**config.mk**
```make
export PLATFORM = sky130hd
export DESIGN_NAME = lockstep_balance_ctrl
export DESIGN_NICKNAME = d
export VERILOG_FILES = /design/src/rtl/lockstep_balance_ctrl.sv
export SDC_FILE = /design/constraint.sdc
export NUM_CORES = 1
export LEC_CHECK = 0
export ABC_CLOCK_PERIOD_IN_PS = 2700
export CAP_MARGIN = 10
export CORE_AREA = 10 10 172 174
export DETAILED_ROUTE_END_ITERATION = 8
export DIE_AREA = 0 0 182 184
export GPL_TIMING_DRIVEN = 0
export SYNTH_ARGS = -nofsm -noshare
export SYNTH_HDL_FRONTEND = slang
export SYNTH_SLANG_ARGS = --single-unit
export TNS_END_PERCENT = 1
```
**constraint.sdc**
```tcl
create_clock -name clk -period 2.7 [get_ports clk]
set_input_delay 0.27 -clock clk [delete_from_list [all_inputs] [get_ports clk]]
set_output_delay 0.27 -clock clk [all_outputs]
set_load 0.02 [all_outputs]
```
**src/rtl/lockstep_balance_ctrl.sv**
```systemverilog
module lockstep_balance_ctrl #(
  parameter int PC_W      = 32,
  parameter int FLUSH_CYC = 6,
  parameter int REG_CYC   = 10,
  parameter int RF_REGS   = 32,
  parameter int SPR_REGS  = 3,
  parameter int SIG_REGS  = 2,
  parameter int IDX_W     = $clog2(RF_REGS + SPR_REGS + SIG_REGS)
) (
  input  logic            clk,
  input  logic            rst_n,
  input  logic            bal_start_i,
  input  logic            bal_end_i,
  input  logic [PC_W-1:0] start_pc_a_i,
  input  logic [PC_W-1:0] start_pc_b_i,
  input  logic [PC_W-1:0] core_pc_a_i,
  input  logic [PC_W-1:0] core_pc_b_i,
  input  logic [1:0]      irq_take_i,
  input  logic [1:0]      eoi_i,
  output logic            ext_irq_o,
  output logic [1:0]      pc_load_o,
  output logic [PC_W-1:0] pc_a_o,
  output logic [PC_W-1:0] pc_b_o,
  output logic [1:0]      hold_o,
  output logic            sr_active_o,
  output logic            sr_restore_o,
  output logic [IDX_W-1:0] sr_index_o,
  output logic            busy_o,
  output logic            balancing_o
);
  localparam int NREGS = RF_REGS + SPR_REGS + SIG_REGS;
  localparam int CMAX  = (REG_CYC > FLUSH_CYC) ? REG_CYC : FLUSH_CYC;
  localparam int CNT_W = $clog2(CMAX + 1);
  localparam logic [CNT_W-1:0] FLUSH_LAST = CNT_W'(FLUSH_CYC - 1);
  localparam logic [CNT_W-1:0] REG_LAST   = CNT_W'(REG_CYC - 1);
  localparam logic [IDX_W-1:0] IDX_LAST   = IDX_W'(NREGS - 1);

  typedef enum logic [2:0] {
    S_IDLE, S_INTR, S_FLUSH, S_SAVE, S_BAL, S_BAL_IRQ, S_RESTORE, S_EXIT
  } state_t;

  state_t                 st;
  logic [CNT_W-1:0]       cnt;
  logic [IDX_W-1:0]       idx;
  logic                   owner;
  logic [1:0]             in_isr;
  logic [1:0][PC_W-1:0]   tgt;
  logic [1:0][PC_W-1:0]   rsm;
  logic [1:0][PC_W-1:0]   pc_q;
  logic [PC_W-1:0]        keep_b;
  logic [1:0]             load_q;
  logic [1:0][PC_W-1:0]   core_pc;

  assign core_pc = {core_pc_b_i, core_pc_a_i};
  wire step_last = (cnt == REG_LAST);
  wire seq_last  = step_last && (idx == IDX_LAST);

  always_ff @(posedge clk) begin
    if (!rst_n) begin
      st     <= S_IDLE;
      cnt    <= '0;
      idx    <= '0;
      owner  <= 1'b0;
      in_isr <= '0;
      tgt    <= '0;
      rsm    <= '0;
      pc_q   <= '0;
      keep_b <= '0;
      load_q <= '0;
    end else begin
      load_q <= '0;
      case (st)
        S_IDLE: begin
          if (bal_start_i) begin
            tgt    <= {start_pc_b_i, start_pc_a_i};
            in_isr <= '0;
            st     <= S_INTR;
          end else begin
            for (int k = 0; k < 2; k++) begin
              if (in_isr[k] && eoi_i[k]) begin
                load_q[k] <= 1'b1;
                pc_q[k]   <= rsm[k];
                in_isr[k] <= 1'b0;
              end else if (!in_isr[k] && irq_take_i[k]) begin
                rsm[k]    <= core_pc[k];
                in_isr[k] <= 1'b1;
              end
            end
          end
        end
        S_INTR: begin
          cnt <= '0;
          st  <= S_FLUSH;
        end
        S_FLUSH: begin
          if (cnt == FLUSH_LAST) begin
            cnt    <= '0;
            idx    <= '0;
            keep_b <= core_pc_b_i;
            st     <= S_SAVE;
          end else begin
            cnt <= cnt + 1'b1;
          end
        end
        S_SAVE, S_RESTORE: begin
          if (step_last) begin
            cnt <= '0;
            if (seq_last) begin
              idx <= '0;
              if (st == S_SAVE) begin
                load_q <= 2'b11;
                pc_q   <= tgt;
                st     <= S_BAL;
              end else begin
                st <= S_EXIT;
              end
            end else begin
              idx <= idx + 1'b1;
            end
          end else begin
            cnt <= cnt + 1'b1;
          end
        end
        S_BAL: begin
          if (irq_take_i != 2'b00) begin
            owner <= !irq_take_i[0];
            rsm   <= core_pc;
            st    <= S_BAL_IRQ;
          end else if (bal_end_i) begin
            cnt <= '0;
            idx <= '0;
            st  <= S_RESTORE;
          end
        end
        S_BAL_IRQ: begin
          if (eoi_i[owner]) begin
            load_q <= 2'b11;
            pc_q   <= rsm;
            st     <= S_BAL;
          end
        end
        S_EXIT: begin
          load_q[1] <= 1'b1;
          pc_q[1]   <= keep_b;
          st        <= S_IDLE;
        end
        default: st <= S_IDLE;
      endcase
    end
  end

  always_comb begin
    case (st)
      S_INTR, S_FLUSH, S_SAVE: hold_o = 2'b11;
      S_BAL_IRQ:               hold_o = owner ? 2'b01 : 2'b10;
      S_RESTORE, S_EXIT:       hold_o = 2'b10;
      default:                 hold_o = 2'b00;
    endcase
  end

  assign ext_irq_o    = (st == S_INTR);
  assign sr_active_o  = (st == S_SAVE) || (st == S_RESTORE);
  assign sr_restore_o = (st == S_RESTORE);
  assign sr_index_o   = idx;
  assign busy_o       = (st != S_IDLE);
  assign balancing_o  = (st == S_BAL) || (st == S_BAL_IRQ);
  assign pc_load_o    = load_q;
  assign pc_a_o       = pc_q[0];
  assign pc_b_o       = pc_q[1];
endmodule


```
==> results.ini, run 1 <==
[critical_path]
critical_path_required_ns = 2.43
crit_path_end_kind = output port
r2r-start = cnt[0]$_SDFFE_PN0P_
crit_fanout = 18
timing.rr.end = pc_load_o[1]$_SDFF_PN0_
crit_type = flop to output port
cp.arrival_ns = 2.36
cp-start-kind = flop
ff2ff_path_depth = 7
endpoint = sr_active_o
setup.worst_path.start = st[0]$_SDFFE_PN0P_
worst-r2r-setup-slack_ns = 0.21

[placement]
gp_congestion = 0.877
io_buffers = 212
post_dp_cell_area_um2 = 12900
dpl.hpwl_um = 27000

[yosys]
ys_ff_latch = 242
synth.area.top_cells = dfxtp_1, nand2_1, a21oi_1, mux2i_1, a32o_1
synth_nets = 1470
synth_cell_types = 51
ys_async_sr_fraction = 0
ys_warn_count = 0
syn_area_um2 = 10400
synth_top_area_share = 0.468
synth_seq_area_share = 0.468
synth.avg_cell_area_um2 = 7.79
netlist_instances = 1330
synth_edf_count = 0
ys.flop_type = dfxtp_1
synth_area_leader_cell = dfxtp_1

[flow_run]
max_cap_violations = 0

[cells_and_area]
final_area_um2 = 13800
utilization = 0.532
final_net_count = 1710
layout_common_cells = nand2_1, dfxtp_1, clkdlybuf4s50_1
drive_above_1_share = 0.0553
area_growth_pct = 33.2
final_common_cell = nand2_1

[floorplan]
die_w_um = 182
floorplan.initialDensity = 0.400
io_pins = 215
coreArea_um2 = 25900
die_area_um2 = 33500
row_count = 59
die_h_um = 184

[sta]
fmax_mhz = 381
fin_tns_setup_ns = 0
fin_crit_sh = 0.973
max_slew.worst_pin.slew_ns = 0.886
finalSetupViolations = 0
clock_skew_ns = 0.0139
finalHoldViolCount = 0
slew-limit-headroom = 0.409
min_period_ns = 2.63
drv_slew = 0
grt_setup_unrepaired = true

[drt]
routed_wl_um = 36400
wl_per_cell_um = 18.9
vias = 10200
first_iter_violations = 856
drt-vias-per-instance = 5.29
antenna_left = 0
post-route-drc-count = 0
dr.pass1.iters = 5

[clock_tree]
htreeDepth = 1
clk_pin_slew_ns = 0.06
cts_made_buffers = 27
clock_path_buffers = 3
cts_root_buf = clkbuf_16
cts_tree = built
postCtsHoldBufs = 0
cts_sinks = 242
clock_latency_ns = 0.54

[pwr]
p_leak_nw = 4.97
powerDensity_nw_per_um2 = 742
ir_drop_v = 0.000444

[status]
status = finished, final reports clean

[worst_hold_path]
hold_path_class = primary input to flop

[global_route]
grt_pass1_vias = 10200
grt_pass1_wl_um = 57300
grt_max_degree = 19
gr-total-overflow = 0
antenna_found_initial = 3
track_usage = 0.209

## state kept, by name, indices dropped and copies added, names as in the netlist
register,cells
pc_b_o,32
st,3
owner,1
sr_index_o,6
tgt,64
keep_b,32
in_isr,2
rsm,64
pc_a_o,32
pc_load_o,2
cnt,4
## through the flow
| stage | power [mW] | cells | hold slack (ns) | setup slack, ns |
|---|---|---|---|---|
| finish | 10.2 | 1928 | 0.279 | 0.0727 |
| global route | 10.7 | 1927 | 0.279 | -0.0843 |
| CTS | 10.3 | 1925 | 0.259 | -0.135 |
| detailed placement | 6.73 | 1877 | 0.446 | 0.0538 |
| global placement | 6.71 | 1877 | 0.442 | 0.0606 |
| floorplan | 5.67 | 1330 | 0.367 | 0.712 |
## power breakdown
group | total [mW] | internal, mW | leakage (nW) | switching (mW)
Sequential | 4.13 | 3.90 | 1.97 | 0.225
Clock | 3.56 | 2.09 | 0.433 | 1.46
Combinational | 2.56 | 0.982 | 2.57 | 1.58
## cell usage after synthesis (10+ instances only)
cell	instances
mux2i_1	33
nor2_1	10
a311oi_1	33
nand3_1	51
a21o_1	34
a32o_1	32
a21oi_1	200
clkbuf_1	79
buf_2	15
o21ai_0	40
dfxtp_1	242
nand2_1	460
## layout make-up
type	instances	area, µm²
fillers	2541	12100
multi-input cells	966	4980
flip-flops and latches	242	4840
repair buffers	212	2120
clock buffers	39	781
plain buffers	114	529
well taps	335	419
clock inverters	10	78.8
inverters	7	31.3
diodes	3	7.51
## per-layer routing
metal  vias up  share of wire  wire, µm  track usage
met1      4788           0.47     17000        0.287
met3        45          0.066      2400       0.0419
met5         -              0         0            0
met2       309           0.45     16300        0.328
met4         0          0.019       695       0.0517
li1       5056              -         -            -
## timing repair
action                                  CTS  global route
setup buffers                             0             0
endpoints found under the setup margin    4             4
resized for setup                        13             9
## how the worst min path moves through the flow
stage                            start                 endpoint  slack, ns  cells after the start
2_1_floorplan            irq_take_i[0]       owner$_SDFFE_PN0P_       0.37                      1
3_3_place_gp      rsm[59]$_SDFFE_PN0P_     rsm[59]$_SDFFE_PN0P_       0.44                      2
3_5_place_dp   keep_b[30]$_SDFFE_PN0P_  keep_b[30]$_SDFFE_PN0P_       0.45                      2
4_1_cts                 core_pc_a_i[4]      rsm[4]$_SDFFE_PN0P_       0.26                      3
5_1_grt                start_pc_b_i[5]     tgt[37]$_SDFFE_PN0P_       0.28                      3
6_report                core_pc_a_i[4]      rsm[4]$_SDFFE_PN0P_       0.28                      3
## critical path, cell delays in order, from the launching register on
cell and delay [ns]:
dfxtp_1 0.31, buf_2 0.18, xor2_1 0.29, nand2_4 0.19, inv_6 0.20, clkdlybuf4s50_1 0.65
## kinds of logic (layout without fill, tap and decap cells)
family	count (synthesis)	count (layout)	synth area share
AND/OR/NAND/NOR	561	561	0.222
AO/OA/AOI/OAI	365	365	0.219
flip-flops	242	242	0.468
buffers and inverters	122	382	0.0519
multiplexers	33	33	0.0319
adder cells (fa/ha/maj)	4	4	0.00483
XOR/XNOR	3	3	0.00254
other	0	3	0
(Power assumes the default switching activity.)
==> inputs of run 2 (changes only) <==
--- a/config.mk
+++ b/config.mk
@@ -7,9 +7,9 @@
 export LEC_CHECK = 0
 export ABC_CLOCK_PERIOD_IN_PS = 2700
 export CAP_MARGIN = 10
-export CORE_AREA = 10 10 172 174
+export CORE_AREA = 2 2 164 166
 export DETAILED_ROUTE_END_ITERATION = 8
-export DIE_AREA = 0 0 182 184
+export DIE_AREA = 0 0 166 168
 export GPL_TIMING_DRIVEN = 0
 export SYNTH_ARGS = -nofsm -noshare
 export SYNTH_HDL_FRONTEND = slang
==> constraint.sdc (replaced) <==
create_clock -name clk -period 2.7 [get_ports clk]
set_input_delay 0.54 -clock clk [delete_from_list [all_inputs] [get_ports clk]]
set_output_delay 0.54 -clock clk [all_outputs]
set_load 0.02 [all_outputs]
==> results.ini, run 2 (same netlist as run 1, synthesis figures left out) <==
[pwr]
switchingPower_mw = 3.22
p_int_mw = 6.99
powerDensity_nw_per_um2 = 741
combinationalPowerShare = 0.251
p_clk_frac = 0.346
ir_drop_v = 0.000395
p_leak_nw = 4.95
p_seq_frac = 0.403
swShare = 0.315

[sta]
slew-limit-headroom = 0.393
finalSetupViolations = 0
grt_setup_unrepaired = true
finalHoldViolCount = 0
min_period_ns = 2.67
max_slew.worst_pin.slew_ns = 0.902
drv_slew = 0
fin_tns_setup_ns = 0
fmax_mhz = 374
fin_crit_sh = 0.990
clock_skew_ns = 0.00962

[clock_tree]
htreeDepth = 1
postCtsSetupBuffers = 0
cts_sinks = 242
cts_tree = built
cts_root_buf = clkbuf_16
cts_made_buffers = 26
clock_latency_ns = 0.53
clk_pin_slew_ns = 0.06
clock_path_buffers = 3

[floorplan]
floorplan.initialDensity = 0.393
coreArea_um2 = 26400
row_count = 60
die_w_um = 166
die_area_um2 = 27900
io_pins = 215
die_h_um = 168

[cells_and_area]
area_growth_pct = 33.1
drive_above_1_share = 0.0562
top_regs = rsm (64), tgt (64)
final_common_cell = nand2_1
fin_cells = 1927
nFillCells = 2599
final_net_count = 1709
layout_common_cells = nand2_1, dfxtp_1, clkdlybuf4s50_1

[global_route]
gr-total-overflow = 0
grt_pass1_wl_um = 53600
grt_max_degree = 19
track_usage = 0.238
grt_pass1_vias = 9736
antenna_found_initial = 3

[drt]
dr.pass1.iters = 5
wl_per_cell_um = 18.0
post-route-drc-count = 0
antenna_left = 0
vias = 10200
first_iter_violations = 795
routed_wl_um = 34700
drt-vias-per-instance = 5.30

[critical_path]
cp.arrival_ns = 2.13
crit_path_end_kind = output port
crit_type = flop to output port
timing.critical_path.buf_inv = 4
crit_fanout = 10
cpMaxStageDelayCell = dfxtp_2
critical_path.cell_chain = buf_4 -> clkbuf_4 -> buf_2 -> nand2b_1 -> nor2_2 -> clkdlybuf4s15_2
cp-start-kind = flop
critical_path_required_ns = 2.16
slowest_delay_ns = 0.35
path_delay_family = buffers and inverters

[flow_run]
max_cap_violations = 0

[worst_hold_path]
hold_path_class = flop to flop

[status]
status = finished, final reports clean

[placement]
dpl.hpwl_um = 25200
io_buffers = 212
place_inst = 1883
gp_congestion = 0.835

## run 2: changes by cell type in the layout (fill, tap and decap cells not counted), sizes merged, moves of 2 or more
cell	change
clkbuf	-2
clkinv	-4
clkdlybuf4s50	-2
buf	+2
## run 2: tightest hold or removal path, cell delays in order (launching register included)
cell and delay (ns):
dfxtp_1 0.30, nand2_1 0.05, o21ai_0 0.06
## run 2: final cells by class
type	count	area, µm²	area share
flip-flops and latches	242	4850	0.352
inverters	7	31.3	0.00227
well taps	341	427	0.0309
clock buffers	37	753	0.0546
clock inverters	6	80.1	0.00581
plain buffers	114	537	0.0389
repair buffers	212	2110	0.153
multi-input cells	966	4990	0.362
diodes	2	5.00	0.000363
## run 2: through the flow
stage,util,instance area [µm²],hold slack (ns),setup WS (ns),power (mW)
after floorplan,-,10400,0.436,0.712,5.67
after global placement,0.490,12900,0.443,-0.222,6.70
after detailed placement,0.490,12900,0.447,-0.278,6.73
after CTS,0.523,13800,0.455,-0.0787,10.3
after global routing,0.523,13800,0.475,-0.0308,10.7
final,0.523,13800,0.455,0.0269,10.2
## run 2: timing repair
item / 4_1_cts / 5_1_grt
hold buffers: 0 / 0
endpoints found under the setup margin: 5 / 4
gates resized for setup: 26 / 12
## run 2: metal layers
metal / track usage / part of all wire / up-vias
li1: - / - / 5037
met5: 0 / 0.00020 / -
met2: 0.377 / 0.45 / 317
met4: 0.0522 / 0.018 / 2
met3: 0.0404 / 0.064 / 48
met1: 0.341 / 0.47 / 4806
## run 2: power by group through the flow
stage          Clock, mW  Sequential, mW  Combinational (mW)
2_1_floorplan          0            4.22                1.44
3_3_place_gp           0            4.19                2.51
3_5_place_dp           0            4.19                2.54
4_1_cts             3.58            4.12                2.56
5_1_grt             3.72            4.15                2.79
6_report            3.53            4.12                2.57
## run 2: path summary, 6_finish.rpt
kind                      startpoint                       to  slack [ns]  cells past startpoint
max reg2reg      cnt[0]$_SDFFE_PN0P_  pc_b_o[15]$_SDFFE_PN0P_        0.28                      7
max               st[2]$_SDFFE_PN0P_                ext_irq_o        0.03                      6
min reg2reg  pc_b_o[20]$_SDFFE_PN0P_  pc_b_o[20]$_SDFFE_PN0P_        0.45                      2
min          pc_b_o[20]$_SDFFE_PN0P_  pc_b_o[20]$_SDFFE_PN0P_        0.45                      2
==> inputs of run 3 (changes only) <==
--- a/config.mk
+++ b/config.mk
@@ -5,12 +5,13 @@
 export SDC_FILE = /design/constraint.sdc
 export NUM_CORES = 1
 export LEC_CHECK = 0
-export ABC_CLOCK_PERIOD_IN_PS = 2700
-export CAP_MARGIN = 10
+export ABC_CLOCK_PERIOD_IN_PS = 2900
+export CAP_MARGIN = 30
 export CORE_AREA = 2 2 164 166
 export DETAILED_ROUTE_END_ITERATION = 8
 export DIE_AREA = 0 0 166 168
 export GPL_TIMING_DRIVEN = 0
+export HOLD_SLACK_MARGIN = 0.03
 export SYNTH_ARGS = -nofsm -noshare
 export SYNTH_HDL_FRONTEND = slang
 export SYNTH_SLANG_ARGS = --single-unit
==> constraint.sdc (replaced) <==
create_clock -name clk -period 2.9 [get_ports clk]
set_input_delay 0.58 -clock clk [delete_from_list [all_inputs] [get_ports clk]]
set_output_delay 0.58 -clock clk [all_outputs]
set_load 0.02 [all_outputs]
==> results.ini, run 3 (same netlist as run 1, synthesis figures left out) <==
[drt]
first_iter_violations = 793
vias = 10200
dr.pass1.iters = 5
routed.top_layer = met5
wl_met1_um = 16500
drt-vias-per-instance = 5.30
post-route-drc-count = 0
wl_met2_um = 15500
antenna_left = 0
wl_met3_um = 2040
routed_wl_um = 34600
wl_per_cell_um = 18.0

[cells_and_area]
final_net_count = 1709
utilization = 0.523
layout_common_cells = nand2_1, dfxtp_1, clkdlybuf4s50_1
fin_cells = 1927
final_area_um2 = 13800
area_growth_pct = 33.0
top_regs = rsm (64), tgt (64)
final_common_cell = nand2_1
drive_above_1_share = 0.0537

[critical_path]
slowest_delay_ns = 0.34
cpMaxStageDelayCell = dlygate4sd2_1
timing.critical_path.buf_inv = 5
crit_path_end_kind = output port
cp.arrival_ns = 2.19
path_delay_family = buffers and inverters
crit_type = flop to output port
path_common_cell = buf_4
cp-start-kind = flop
critical_path_required_ns = 2.32
crit_fanout = 10
critical_path.cell_chain = buf_2 -> buf_4 -> buf_4 -> clkbuf_4 -> a21o_1 -> dlygate4sd2_1

[floorplan]
floorplan.initialDensity = 0.393
coreArea_um2 = 26400
row_count = 60
die_h_um = 168
io_pins = 215
die_area_um2 = 27900
die_w_um = 166

[flow_run]
max_cap_violations = 0

[clock_tree]
clock_latency_ns = 0.53
cts_made_buffers = 26
htreeDepth = 1
cts_root_buf = clkbuf_16
clk_pin_slew_ns = 0.06
postCtsHoldBufs = 0
clock_path_buffers = 3
cts_sinks = 242
cts_tree = built

[global_route]
track_usage = 0.238
grt_pass1_vias = 9734
grt_pass1_wl_um = 53600
gr-total-overflow = 0
antenna_found_initial = 3
grt_max_degree = 19

[pwr]
swShare = 0.315
switchingPower_mw = 3.00
powerDensity_nw_per_um2 = 690
p_int_mw = 6.51
p_total_mw = 9.51
combinationalPowerShare = 0.250
p_leak_nw = 4.94
p_clk_frac = 0.346
p_seq_frac = 0.404
ir_drop_v = 0.000369

[placement]
dpl.hpwl_um = 25200
post-place-ws_ns = -0.118
place_inst = 1883
io_buffers = 212
gp_congestion = 0.835
post_dp_cell_area_um2 = 12900

[sta]
clock_skew_ns = 0.00891
finalHoldWorstSlack_ns = 0.455
finalSetupViolations = 0
fin_crit_sh = 0.957
drv_slew = 0
min_period_ns = 2.77
fin_tns_setup_ns = 0
slew-limit-headroom = 0.378
grt_setup_unrepaired = false
fin_ws_ns = 0.125
finalHoldViolCount = 0
fmax_mhz = 360
max_slew.worst_pin.slew_ns = 0.924

[worst_hold_path]
hold_path_class = flop to flop

[status]
status = finished, final reports clean

## run 3: routing by layer
layer / vias up / GRT usage
met5: - / 0
met4: 2 / 0.0522
met3: 52 / 0.0404
met2: 312 / 0.377
met1: 4813 / 0.341
li1: 5040 / -
## run 3: tightest hold or removal path: stages, from the launching register on
cell and delay [ns]:
dfxtp_1 0.30, nand2_1 0.05, o21ai_0 0.06
## run 3: final timing paths
check / depth (start not counted) / startpoint / endpoint / slack [ns]
worst max-delay path: 6 / st[0]$_SDFFE_PN0P_ / hold_o[1] / 0.13
worst min-delay path: 2 / pc_b_o[20]$_SDFFE_PN0P_ / pc_b_o[20]$_SDFFE_PN0P_ / 0.45
worst max register to register: 8 / st[0]$_SDFFE_PN0P_ / rsm[62]$_SDFFE_PN0P_ / 0.47
worst min register to register: 2 / pc_b_o[20]$_SDFFE_PN0P_ / pc_b_o[20]$_SDFFE_PN0P_ / 0.45
## run 3: timing repair
item | in CTS | in global routing
gates resized for setup | 20 | 6
endpoints found under the setup margin | 4 | 4
pin swaps | 0 | 0
buffers inserted | 0 | 0
## run 3: area by class of cell
type / count / area, µm²
well taps: 341 / 427
repair buffers: 212 / 2110
plain buffers: 114 / 532
fillers: 2602 / 12600
clock inverters: 6 / 80.1
clock buffers: 37 / 753
multi-input cells: 966 / 4990
inverters: 7 / 31.3
flip-flops and latches: 242 / 4850
diodes: 2 / 5.00
## run 3: power groups by stage
stage	Clock (mW)	Combinational [mW]	Sequential, mW
6_report	3.29	2.38	3.84
5_1_grt	3.47	2.59	3.87
4_1_cts	3.33	2.38	3.83
3_5_place_dp	0	2.36	3.90
3_3_place_gp	0	2.34	3.90
2_1_floorplan	0	1.34	3.93
